===== src/rtl/hcnt_pkg.sv =====
package hcnt_pkg;

  // Strobes from the control to the datapath, valid for one clock.
  typedef struct packed {
    logic advance;   // step this clock
    logic jump;      // load the reload value instead of +1
    logic wrap;      // last position of the line: go to zero
    logic wideNext;  // width of the line the next count belongs to
  } hcnt_strobe_t;

endpackage


===== src/rtl/hcnt_ctrl.sv =====
module hcnt_ctrl
  import hcnt_pkg::*;
#(
  parameter int CNT_W = 8,
  parameter logic [CNT_W-1:0] NARROW_TERM = 8'h93,
  parameter logic [CNT_W-1:0] WIDE_TERM   = 8'hB6
) (
  input  logic             clk,
  input  logic             rstN,
  input  logic             pixEn,
  input  logic             wideMode,
  input  logic [CNT_W-1:0] count,
  output hcnt_strobe_t     strobe
);

  localparam logic [CNT_W-1:0] CNT_LAST = '1;

  logic             modeQ;
  logic [CNT_W-1:0] termVal;

  always_comb begin
    termVal         = modeQ ? WIDE_TERM : NARROW_TERM;
    strobe.advance  = pixEn;
    strobe.wrap     = pixEn && (count == CNT_LAST);
    strobe.jump     = pixEn && (count == termVal);
    strobe.wideNext = strobe.wrap ? wideMode : modeQ;
  end

  // The width is latched only when the line wraps.
  always_ff @(posedge clk or negedge rstN) begin
    if (!rstN) modeQ <= 1'b0;
    else       modeQ <= strobe.wideNext;
  end

endmodule


===== src/rtl/hcnt_datapath.sv =====
module hcnt_datapath
  import hcnt_pkg::*;
#(
  parameter int CNT_W = 8,
  parameter logic [CNT_W-1:0] NARROW_RELOAD    = 8'hE9,
  parameter logic [CNT_W-1:0] WIDE_RELOAD      = 8'hE4,
  parameter logic [CNT_W-1:0] NARROW_BLANK_ON  = 8'h80,
  parameter logic [CNT_W-1:0] NARROW_BLANK_OFF = 8'h10,
  parameter logic [CNT_W-1:0] WIDE_BLANK_ON    = 8'hA6,
  parameter logic [CNT_W-1:0] WIDE_BLANK_OFF   = 8'h0B
) (
  input  logic             clk,
  input  logic             rstN,
  input  hcnt_strobe_t     strobe,
  output logic [CNT_W-1:0] count,
  output logic             hBlank,
  output logic             lineWrap
);

  logic [CNT_W-1:0] nextCount;
  logic [CNT_W-1:0] reloadVal;
  logic [CNT_W-1:0] blankOn;
  logic [CNT_W-1:0] blankOff;
  logic             nextBlank;

  always_comb begin
    // wideNext equals the current line width except on the wrap step.
    reloadVal = strobe.wideNext ? WIDE_RELOAD : NARROW_RELOAD;
    if (strobe.wrap)         nextCount = '0;
    else if (strobe.jump)    nextCount = reloadVal;
    else if (strobe.advance) nextCount = count + 1'b1;
    else                     nextCount = count;

    blankOn   = strobe.wideNext ? WIDE_BLANK_ON  : NARROW_BLANK_ON;
    blankOff  = strobe.wideNext ? WIDE_BLANK_OFF : NARROW_BLANK_OFF;
    nextBlank = (nextCount >= blankOn) || (nextCount < blankOff);
  end

  always_ff @(posedge clk or negedge rstN) begin
    if (!rstN) begin
      count    <= '0;
      hBlank   <= 1'b1;
      lineWrap <= 1'b0;
    end else begin
      count    <= nextCount;
      hBlank   <= nextBlank;
      lineWrap <= strobe.wrap;
    end
  end

endmodule


===== src/rtl/hraster_hcounter.sv =====
module hraster_hcounter
  import hcnt_pkg::*;
#(
  parameter int CNT_W = 8,
  parameter logic [CNT_W-1:0] NARROW_TERM      = 8'h93,
  parameter logic [CNT_W-1:0] NARROW_RELOAD    = 8'hE9,
  parameter logic [CNT_W-1:0] WIDE_TERM        = 8'hB6,
  parameter logic [CNT_W-1:0] WIDE_RELOAD      = 8'hE4,
  parameter logic [CNT_W-1:0] NARROW_BLANK_ON  = 8'h80,
  parameter logic [CNT_W-1:0] NARROW_BLANK_OFF = 8'h10,
  parameter logic [CNT_W-1:0] WIDE_BLANK_ON    = 8'hA6,
  parameter logic [CNT_W-1:0] WIDE_BLANK_OFF   = 8'h0B
) (
  input  logic             clk,
  input  logic             rstN,
  input  logic             pixEn,
  input  logic             wideMode,
  output logic [CNT_W-1:0] hCount,
  output logic             lineWrap,
  output logic             hBlank
);

  hcnt_strobe_t strobe;

  hcnt_ctrl #(
    .CNT_W(CNT_W),
    .NARROW_TERM(NARROW_TERM),
    .WIDE_TERM(WIDE_TERM)
  ) u_ctrl (
    .clk(clk),
    .rstN(rstN),
    .pixEn(pixEn),
    .wideMode(wideMode),
    .count(hCount),
    .strobe(strobe)
  );

  hcnt_datapath #(
    .CNT_W(CNT_W),
    .NARROW_RELOAD(NARROW_RELOAD),
    .WIDE_RELOAD(WIDE_RELOAD),
    .NARROW_BLANK_ON(NARROW_BLANK_ON),
    .NARROW_BLANK_OFF(NARROW_BLANK_OFF),
    .WIDE_BLANK_ON(WIDE_BLANK_ON),
    .WIDE_BLANK_OFF(WIDE_BLANK_OFF)
  ) u_dp (
    .clk(clk),
    .rstN(rstN),
    .strobe(strobe),
    .count(hCount),
    .hBlank(hBlank),
    .lineWrap(lineWrap)
  );

endmodule


===== config.mk =====
export PLATFORM = sky130hd
export DESIGN_NAME = hraster_hcounter
export DESIGN_NICKNAME = d
export VERILOG_FILES = /design/src/rtl/hcnt_pkg.sv /design/src/rtl/hcnt_ctrl.sv /design/src/rtl/hcnt_datapath.sv /design/src/rtl/hraster_hcounter.sv
export SDC_FILE = /design/constraint.sdc
export NUM_CORES = 1
export LEC_CHECK = 0
export BUFFER_PORTS_ARGS = -buffer_cell sky130_fd_sc_hd__buf_4
export CAP_MARGIN = 15
export CORE_MARGIN = 3
export CORE_UTILIZATION = 40
export CTS_CLUSTER_DIAMETER = 200
export DETAILED_ROUTE_END_ITERATION = 12
export GPL_ROUTABILITY_DRIVEN = 1
export GPL_TIMING_DRIVEN = 0
export PLACE_DENSITY = 0.59
export SYNTH_ARGS = -nofsm -noshare
export SYNTH_HDL_FRONTEND = slang
export SYNTH_SLANG_ARGS = --single-unit

===== constraint.sdc =====
create_clock -name clk -period 9.2 [get_ports clk]
set_clock_uncertainty 0.2 [all_clocks]
set_input_delay 0.92 -clock clk [delete_from_list [all_inputs] [get_ports clk]]
set_output_delay 0.92 -clock clk [all_outputs]
set_load 0.02 [all_outputs]

After elaboration in Yosys (flattened, before gate mapping)
Index checks and enable logic that the tools add are counted.
{ "totals": {"regBits": 11, "in_bits": 4, "output_inout_bits": 10, "wordCells": 20} }
{ "op_classes": {"addsub": 1, "magnitude_cmp": 2, "n_eq_ne": 2, "muxes": 8, "n_reduce_logical": 3} }
{ "ops": {"columns": ["cell", "n"], "rows": [
  ["8-bit two-way mux", 3],
  ["6-bit two-way mux", 2],
  ["8-bit by 1-bit adder with 8-bit output, second input constant", 1],
  ["8-bit == test", 1],
  ["8-bit == test, second input constant", 1],
  ["8-bit greater-or-equal comparator", 1],
  ["8-bit less-than comparator", 1],
  ["5-bit two-way mux", 1],
  ["4-bit two-way mux", 1],
  ["1-bit logical AND", 2],
  ["1-bit logical OR", 1],
  ["1-bit two-way mux", 1]
]} }

Logic depth before layout (Yosys ltp)
Gate-level depths: netlist of run 1.
{ "logic_depth": {"depth_word": 8, "depth_mapped": 11, "ltp_nobuf": 11} }

By module
A second synthesis of run 1 with hierarchy kept.
{ "hier_totals": {"cells_unflattened": 68, "area_unflattened_um2": 703.2} }
{ "by_module_without_submodules": {"columns": ["module", "instances", "cells_each", "area_each_um2", "seq_area_each_um2"], "rows": [
  ["hcnt_datapath", 1, 58, 605.6, 251.5],
  ["hcnt_ctrl", 1, 10, 97.6, 25.0]
]} }

Worst setup path after synthesis of run 1
Ideal clock, no wire load.
{ "synth_timing": {"path_type": "input -> register", "from": "input pixEn", "to": "register u_dp.hBlank", "setup_time_ps": 82, "arrival_time_ps": 3239, "required_time_ps": 8918, "path_slack_ps": 5680, "stages": 9, "path_buffers": 1, "path_cell_list": "clkbuf_8 -> nand4_2 -> nor3_4 -> mux2i_1 -> o21ai_0 -> ha_1 -> a211o_1 -> o311a_1 -> a211o_1"} }
{ "synth_lines": {"columns": ["item", "line_no", "text"], "rows": [
  ["from (decl)", "hraster_hcounter.sv:16", "input logic pixEn,"],
  ["to (signal assigned)", "hcnt_datapath.sv:46", "hBlank <= nextBlank;"],
  ["to (decl)", "hcnt_datapath.sv:16", "output logic hBlank,"]
]} }

==> metrics.md, run 1 <==
| Metric | Value |
|---|---|
| Status | completed |
| Tot GR Track Use | 0.1377 |
| Post-CTS Setup Inserts | 0 |
| TritonCTS clock tree | yes |
| Hold Buf Count CTS | 0 |
| RSZ-0062 raised after global routing | no |
| Starting Density | 0.4323 |
| Root buffer cell | clkbuf_4 |
| Reg2Reg Launch Point | u_dp.count[1] |
| Synth Instances | 68 |
| Total number of yosys warnings | 0 |
| Core Util, Final | 0.5168 |
| VDD IR max | 0.1251 mV |
| Crit-path max cell delay | 560 ps |
| Pre-CTS setup slack | 5371 ps |
| Cell leakage power | 0.4199 nW |
| HP Class | in -> async |
| I/O pin cnt | 14 |
| Die area | 2443 um^2 |
| Avg Inst Size Synth | 11.10 um^2 |
| Vias in the first global route | 555 |
| Req. time, crit path | 9190 ps |
| Num Clock Sinks | 11 |
| Routed wire length | 1478 um |
| Total Power | 280.8 uW |
| Final setup TNS | 0 ps |
| Syn-to-layout area delta | 19.57% |
| R2R Path End | u_dp.hBlank |
| Final Non-Filler Cells | 109 |
| Post-Place Cells | 105 |
| Chip Width | 49.43 um |
| Total CTS buffers | 3 |
| Clock Tree Buf Depth | 2 |
| Worst-Margin Slew | 561.0 ps |
| Number of flops mapped to enable cells by yosys | 0 |
| Final hold viol count | 0 |
| Fin nets | 95 |
| Via-to-Cell Ratio | 5.367 |
| Vias | 585 |
| Routability cong. | 0.7950 |
| Core area | 1745 um^2 |
| Crit start category | flip-flop |
| Max Clk Rate | 0.2807 GHz |
| First-pass GRT wire length | 2594 um |
| DPL Wire Length | 1158 um |
| Synthesized cell area | 754.5 um^2 |
| Commonest non-fill, non-tap cell in the layout | buf_4 |
| #FFs+latches synth | 11 |
| GRT overflow | 0 |
| Power per standard cell area | 311.3 nW/um^2 |
| Placed Area | 875.8 um^2 |
| Design area | 902.1 um^2 |
| Synth Net Count | 78 |
| Setup ws final | 5637 ps |
| Most common flop cell mapped by yosys | dfrtp_1 |
| Hold WS | 279.8 ps |
| IO Port Bufs | 12 |
| Fill count | 172 |
| H-tree depth | 1 |
| Most frequent cells in the layout | 12 x buf_4, 10 x dfrtp_1, 6 x ha_1, 5 x nand2_1, 4 x inv_1 |
| CP arrival | 3550 ps |
| Reg2reg path depth | 9 |
| Yosys cell types | 32 |
| Antenna-violating nets left | 0 |
| Worst Setup Path Type | reg -> reg |
| Nature of the critical path endpoint | flip-flop |
| Cell row count | 15 |
| Post-synthesis async set-or-reset flop share | 1.000 |
| Layout cells sized above 1 | 0.2976 |
| DRC violations left | 0 |
| CP max FO | 9 |
| Seq. cell area | 276.5 um^2 |
| Clock transition at path regs | 70 ps |
| Initial antenna violation count | 0 |
| Die height | 49.43 um |
| Crit share post-route | 0.3872 |
| Footprint of the multi-input gates | 449.2 um^2 |
| Largest net degree at the start of global routing | 12 |
| Final setup fails | 0 |
| Worst-Skew Late Latency | 260 ps |
| Post-CTS sizing | 0 |
| Minimum clock period | 3563 ps |
| Slowest-stage cell, CP | mux2i_1 |
| Cells along the critical path | ha_1, nand4_2, nor3_4, mux2i_1, o21ai_0, ha_1, a211o_1, o311a_1, a211o_1 |
| DRT Pass-1 Iters | 4 |
| Seq/Total Area, Yosys | 0.3665 |
| Maxcap violations | 0 |
| Worst reg-to-reg setup slack | 5640 ps |
| Number of diodes | 0 |
| DR WL/cell | 13.56 um |
| Slew headroom | 0.6153 |
| DRT iter0 DRCs | 10 |
| Slew Limit Fails | 0 |
## sequential cells by signal, summed over array words and instances, names as in the netlist
signal         flops
u_dp.lineWrap      1
u_dp.hBlank        1
u_ctrl.modeQ       1
u_dp.count         8
## worst max path at each step
stage	endpoint	startpoint	cells past startpoint	slack [ps]
floorplan	u_dp.hBlank	pixEn	9	5680
global placement	u_dp.hBlank	pixEn	9	5350
detailed placement	u_dp.hBlank	pixEn	9	5370
CTS	u_dp.hBlank	u_dp.count[1]	9	5610
global route	u_dp.hBlank	u_dp.count[1]	9	5390
finish	u_dp.hBlank	u_dp.count[1]	9	5640
## critical path: cells and delay by family (launching register included)
kind                     cells  cell delay [ps]
adder cells (fa/ha/maj)      2              610
multiplexers                 1              560
AO/OA/AOI/OAI                4             1060
AND/OR/NAND/NOR              2              530
flip-flops                   1              530
## metal layers
layer / track usage / vias to the layer above / wire length (um)
li1: - / 293 / -
met1: 0.1935 / 279 / 749
met2: 0.2054 / 11 / 656
met3: 0.01835 / 2 / 43
met4: 0.06912 / 0 / 29
met5: 0 / - / 0
## power breakdown
group / switching [mW] / internal, mW
Combinational: 0.0789 / 0.0721
Sequential: 0.0308 / 0.0675
Clock: 0.0148 / 0.0167
## Yosys cell counts (all sizes together) (2+ instances only)
| master | count | share of area |
|---|---|---|
| and4 | 2 | 0.023 |
| a211o | 2 | 0.023 |
| nand4 | 3 | 0.033 |
| ha | 6 | 0.099 |
| xor2 | 3 | 0.035 |
| o21a | 2 | 0.020 |
| o31ai | 2 | 0.020 |
| a211oi | 3 | 0.036 |
| nand3 | 3 | 0.020 |
| nor2 | 2 | 0.010 |
| dfrtp | 10 | 0.33 |
| nand2 | 5 | 0.025 |
| inv | 4 | 0.020 |
| xnor2 | 3 | 0.035 |
| o21ai | 2 | 0.013 |
| mux2i | 2 | 0.027 |
## cell families after synthesis
logic type / Yosys count / synth area share
buffers and inverters: 5 / 0.03813
adder cells (fa/ha/maj): 6 / 0.09950
AO/OA/AOI/OAI: 16 / 0.1874
flip-flops: 11 / 0.3665
XOR/XNOR: 6 / 0.06966
AND/OR/NAND/NOR: 22 / 0.2123
multiplexers: 2 / 0.02654
## layout make-up
class	instances	share of cell area
Multi-Input combinational cell	52	0.4979
Sequential cell	11	0.3065
Timing Repair Buffer	12	0.09986
Tap cell	25	0.03467
Clock buffer	4	0.02913
Inverter	4	0.01664
Buffer	1	0.01526
(Power assumes the default switching activity.)
==> run 2: changes to the inputs <==
--- a/config.mk
+++ b/config.mk
@@ -5,6 +5,7 @@
 export SDC_FILE = /design/constraint.sdc
 export NUM_CORES = 1
 export LEC_CHECK = 0
+export ABC_AREA = 1
 export BUFFER_PORTS_ARGS = -buffer_cell sky130_fd_sc_hd__buf_4
 export CAP_MARGIN = 15
 export CORE_MARGIN = 3
@@ -13,7 +14,7 @@
 export DETAILED_ROUTE_END_ITERATION = 12
 export GPL_ROUTABILITY_DRIVEN = 1
 export GPL_TIMING_DRIVEN = 0
-export PLACE_DENSITY = 0.59
+export PLACE_DENSITY = 0.57
 export SYNTH_ARGS = -nofsm -noshare
 export SYNTH_HDL_FRONTEND = slang
 export SYNTH_SLANG_ARGS = --single-unit
==> constraint.sdc (replaced) <==
create_clock -name clk -period 3.7 [get_ports clk]
set_clock_uncertainty 0.2 [all_clocks]
set_input_delay 0.37 -clock clk [delete_from_list [all_inputs] [get_ports clk]]
set_output_delay 0.37 -clock clk [all_outputs]
set_load 0.02 [all_outputs]
==> run 2 against run 1 <==
  * Flip-flop and latch count did not move
  * Clock-buffer cell count did not move
  * Cell count rose by 56%
  * Critical path type unchanged
==> metrics.md, run 2 <==
| Metric | Value |
|---|---|
| Synthesized cell area | 925.9 um^2 |
| Commonest non-fill, non-tap cell in the layout | nand2_1 |
| H-tree depth | 1 |
| Seq. cell area | 276.5 um^2 |
| Hold depth | 3 |
| Minimum clock period | 2425 ps |
| Power per standard cell area | 643.9 nW/um^2 |
| Gate power share | 0.570 |
| Post-synthesis async set-or-reset flop share | 1.000 |
| Via-to-Cell Ratio | 4.653 |
| CP max FO | 7 |
| Post-Place Cells | 165 |
| Seq/Total Area, Yosys | 0.2986 |
| Clock Tree Buf Depth | 2 |
| Largest register FFs | 8 |
| Crit start category | flip-flop |
| Worst-Skew Late Latency | 270 ps |
| Cell leakage power | 0.5805 nW |
| Final setup TNS | 0 ps |
| Largest cells by area after synthesis | dfrtp_1 27%, nand2_1 14%, inv_1 8.5%, ha_1 8.1%, nand3_2 4.3% |
| Switching Share | 0.4853 |
| Vias | 791 |
| Top reg by flops | u_dp.count |
| Yosys cell types | 26 |
| Placed Area | 1057 um^2 |
| Num Clock Sinks | 11 |
| Design area | 1094 um^2 |
| Cell row count | 16 |
| Syn-to-layout area delta | 18.11% |
| DRT Pass-1 Iters | 4 |
| I/O pin cnt | 14 |
| Nature of the critical path endpoint | flip-flop |
| Die height | 54.11 um |
| Maxcap violations | 0 |
| Number of diodes | 0 |
| Hold path start | wideMode |
| Initial antenna violation count | 0 |
| Reg2reg path depth | 15 |
| Largest net degree at the start of global routing | 12 |
| Core Util, Final | 0.5252 |
| Synth Net Count | 135 |
| Routed wire length | 1928 um |
| Routability cong. | 0.8013 |
| Slew Limit Fails | 0 |
| Worst Setup Path Type | reg -> reg |
| Starting Density | 0.4447 |
| Fin nets | 154 |
| Tot GR Track Use | 0.1609 |
| Req. time, crit path | 3710 ps |
| IO Port Bufs | 13 |
| Clock transition at path regs | 80 ps |
| #FFs+latches synth | 11 |
| Total Power | 704.1 uW |
| Antenna-violating nets left | 0 |
| Fill count | 222 |
| Most common flop cell mapped by yosys | dfrtp_1 |
| Total number of yosys warnings | 0 |
| Total CTS buffers | 3 |
| Post-CTS Setup Inserts | 0 |
| Sequential Power Share | 0.314 |
| TritonCTS clock tree | yes |
| Layout cells sized above 1 | 0.2797 |
| Max Clk Rate | 0.4124 GHz |
| Clk pwr share | 0.116 |
| Worst Setup SP | u_dp.count[0] |
| Final Non-Filler Cells | 170 |
| Final setup fails | 0 |
| Status | completed |
| Most frequent cells in the layout | 34 x nand2_1, 21 x inv_1, 13 x buf_4, 10 x nor2_1, 10 x dfrtp_1 |
| HP Class | in -> reg |
| GRT overflow | 0 |
| Chip Width | 54.11 um |
| Post-synth top area cell | dfrtp_1 |
| Synth Instances | 125 |
| CP arrival | 2430 ps |
| Crit share post-route | 0.6553 |
| RSZ-0062 raised after global routing | no |
| DRC violations left | 0 |
| Slew headroom | 0.8365 |
| DPL Wire Length | 1581 um |
| DR WL/cell | 11.34 um |
| Core area | 2082 um^2 |
| CP Capture Point | u_dp.hBlank |
| Root buffer cell | clkbuf_4 |
| Net Sw Power | 341.7 uW |
| Vias in the first global route | 748 |
| Top-area cell type share of the netlist area | 0.2703 |
| Final hold viol count | 0 |
| Reg2Reg Launch Point | u_dp.count[0] |
| Worst reg-to-reg setup slack | 1280 ps |
| R2R Path End | u_dp.hBlank |
| First-pass GRT wire length | 3415 um |
| P_int | 362.4 uW |
| DRT iter0 DRCs | 12 |
| Synth cell count leaders | 34 x nand2_1, 21 x inv_1, 10 x dfrtp_1, 10 x nor2_1 |
| Number of flops mapped to enable cells by yosys | 0 |
| Die area | 2928 um^2 |
| Footprint of the multi-input gates | 555.5 um^2 |
| VDD IR max | 0.3330 mV |
| Worst-Margin Slew | 242.6 ps |
| Top-count cell post-synth | nand2_1 |
| Avg Inst Size Synth | 7.407 um^2 |
[run 2: cell count changes after synthesis, sizes merged, moves of 3 or more]
cell	previous run	this run
nand3	3	11
inv	4	23
nand2	5	41
nor2	2	15
a211oi	3	0
[run 2: layout make-up]
| class | count | area share |
|---|---|---|
| Clock buffer | 4 | 0.02403 |
| Tap cell | 27 | 0.03089 |
| Inverter | 25 | 0.08581 |
| Multi-Input combinational cell | 89 | 0.5080 |
| Sequential cell | 11 | 0.2529 |
| Timing Repair Buffer | 14 | 0.09840 |
[run 2: power groups by stage]
stage                     Sequential [mW]  Clock [mW]  Combinational [mW]
after floorplan                     0.261           0               0.242
after global placement              0.222           0               0.401
after detailed placement            0.223           0               0.405
after CTS                           0.221      0.0857               0.407
after global routing                0.231      0.0888               0.461
final                               0.221      0.0817               0.402
[run 2: timing repair]
action                                 in CTS  in global routing
gates resized for setup                     0                  0
endpoints found under the hold margin      11                  0
hold buffers                                1                  0
[run 2: worst min-delay path by stage]
stage,to
global route,u_ctrl.modeQ
global placement,u_dp.count[3]
detailed placement,u_dp.count[1]
finish,u_ctrl.modeQ
floorplan,u_ctrl.modeQ
CTS,u_ctrl.modeQ
[run 2: metal layers]
metal,GRT usage,vias up,routed length [um]
met2,0.2460,6,877
met3,0.008310,2,29
met5,0,-,0
li1,-,427,-
met4,0.07469,0,19
met1,0.2306,356,1001
[run 2: per-stage QoR]
stage / worst slack (ps) / hold slack (ps)
2_1_floorplan: 1441 / -125.6
3_3_place_gp: 1321 / 14.68
3_5_place_dp: 1280 / 14.68
4_1_cts: 1249 / 222.0
5_1_grt: 1088 / 224.8
6_report: 1275 / 232.1
[run 2: cell families (layout without fill, tap and decap cells)]
family,count (synthesis),count (layout),synth area share
adder cells (fa/ha/maj),6,6,0.08108
buffers and inverters,25,43,0.1014
flip-flops,11,11,0.2987
multiplexers,1,1,0.01216
XOR/XNOR,2,2,0.01892
AO/OA/AOI/OAI,7,7,0.05812
AND/OR/NAND/NOR,73,73,0.4297
[run 2: critical path: stages, from the launching register on]
cell and delay [ps]:
dfrtp_1 450, ha_1 180, nand2_1 110, nor2_4 200, nand2_4 130, nand2_4 80, nand2_4 80, nand3_2 70
nand2_2 80, ha_1 300, inv_1 40, o211ai_1 220, nand2_1 70, nand2_1 60, nor2_1 40, nand2_1 60
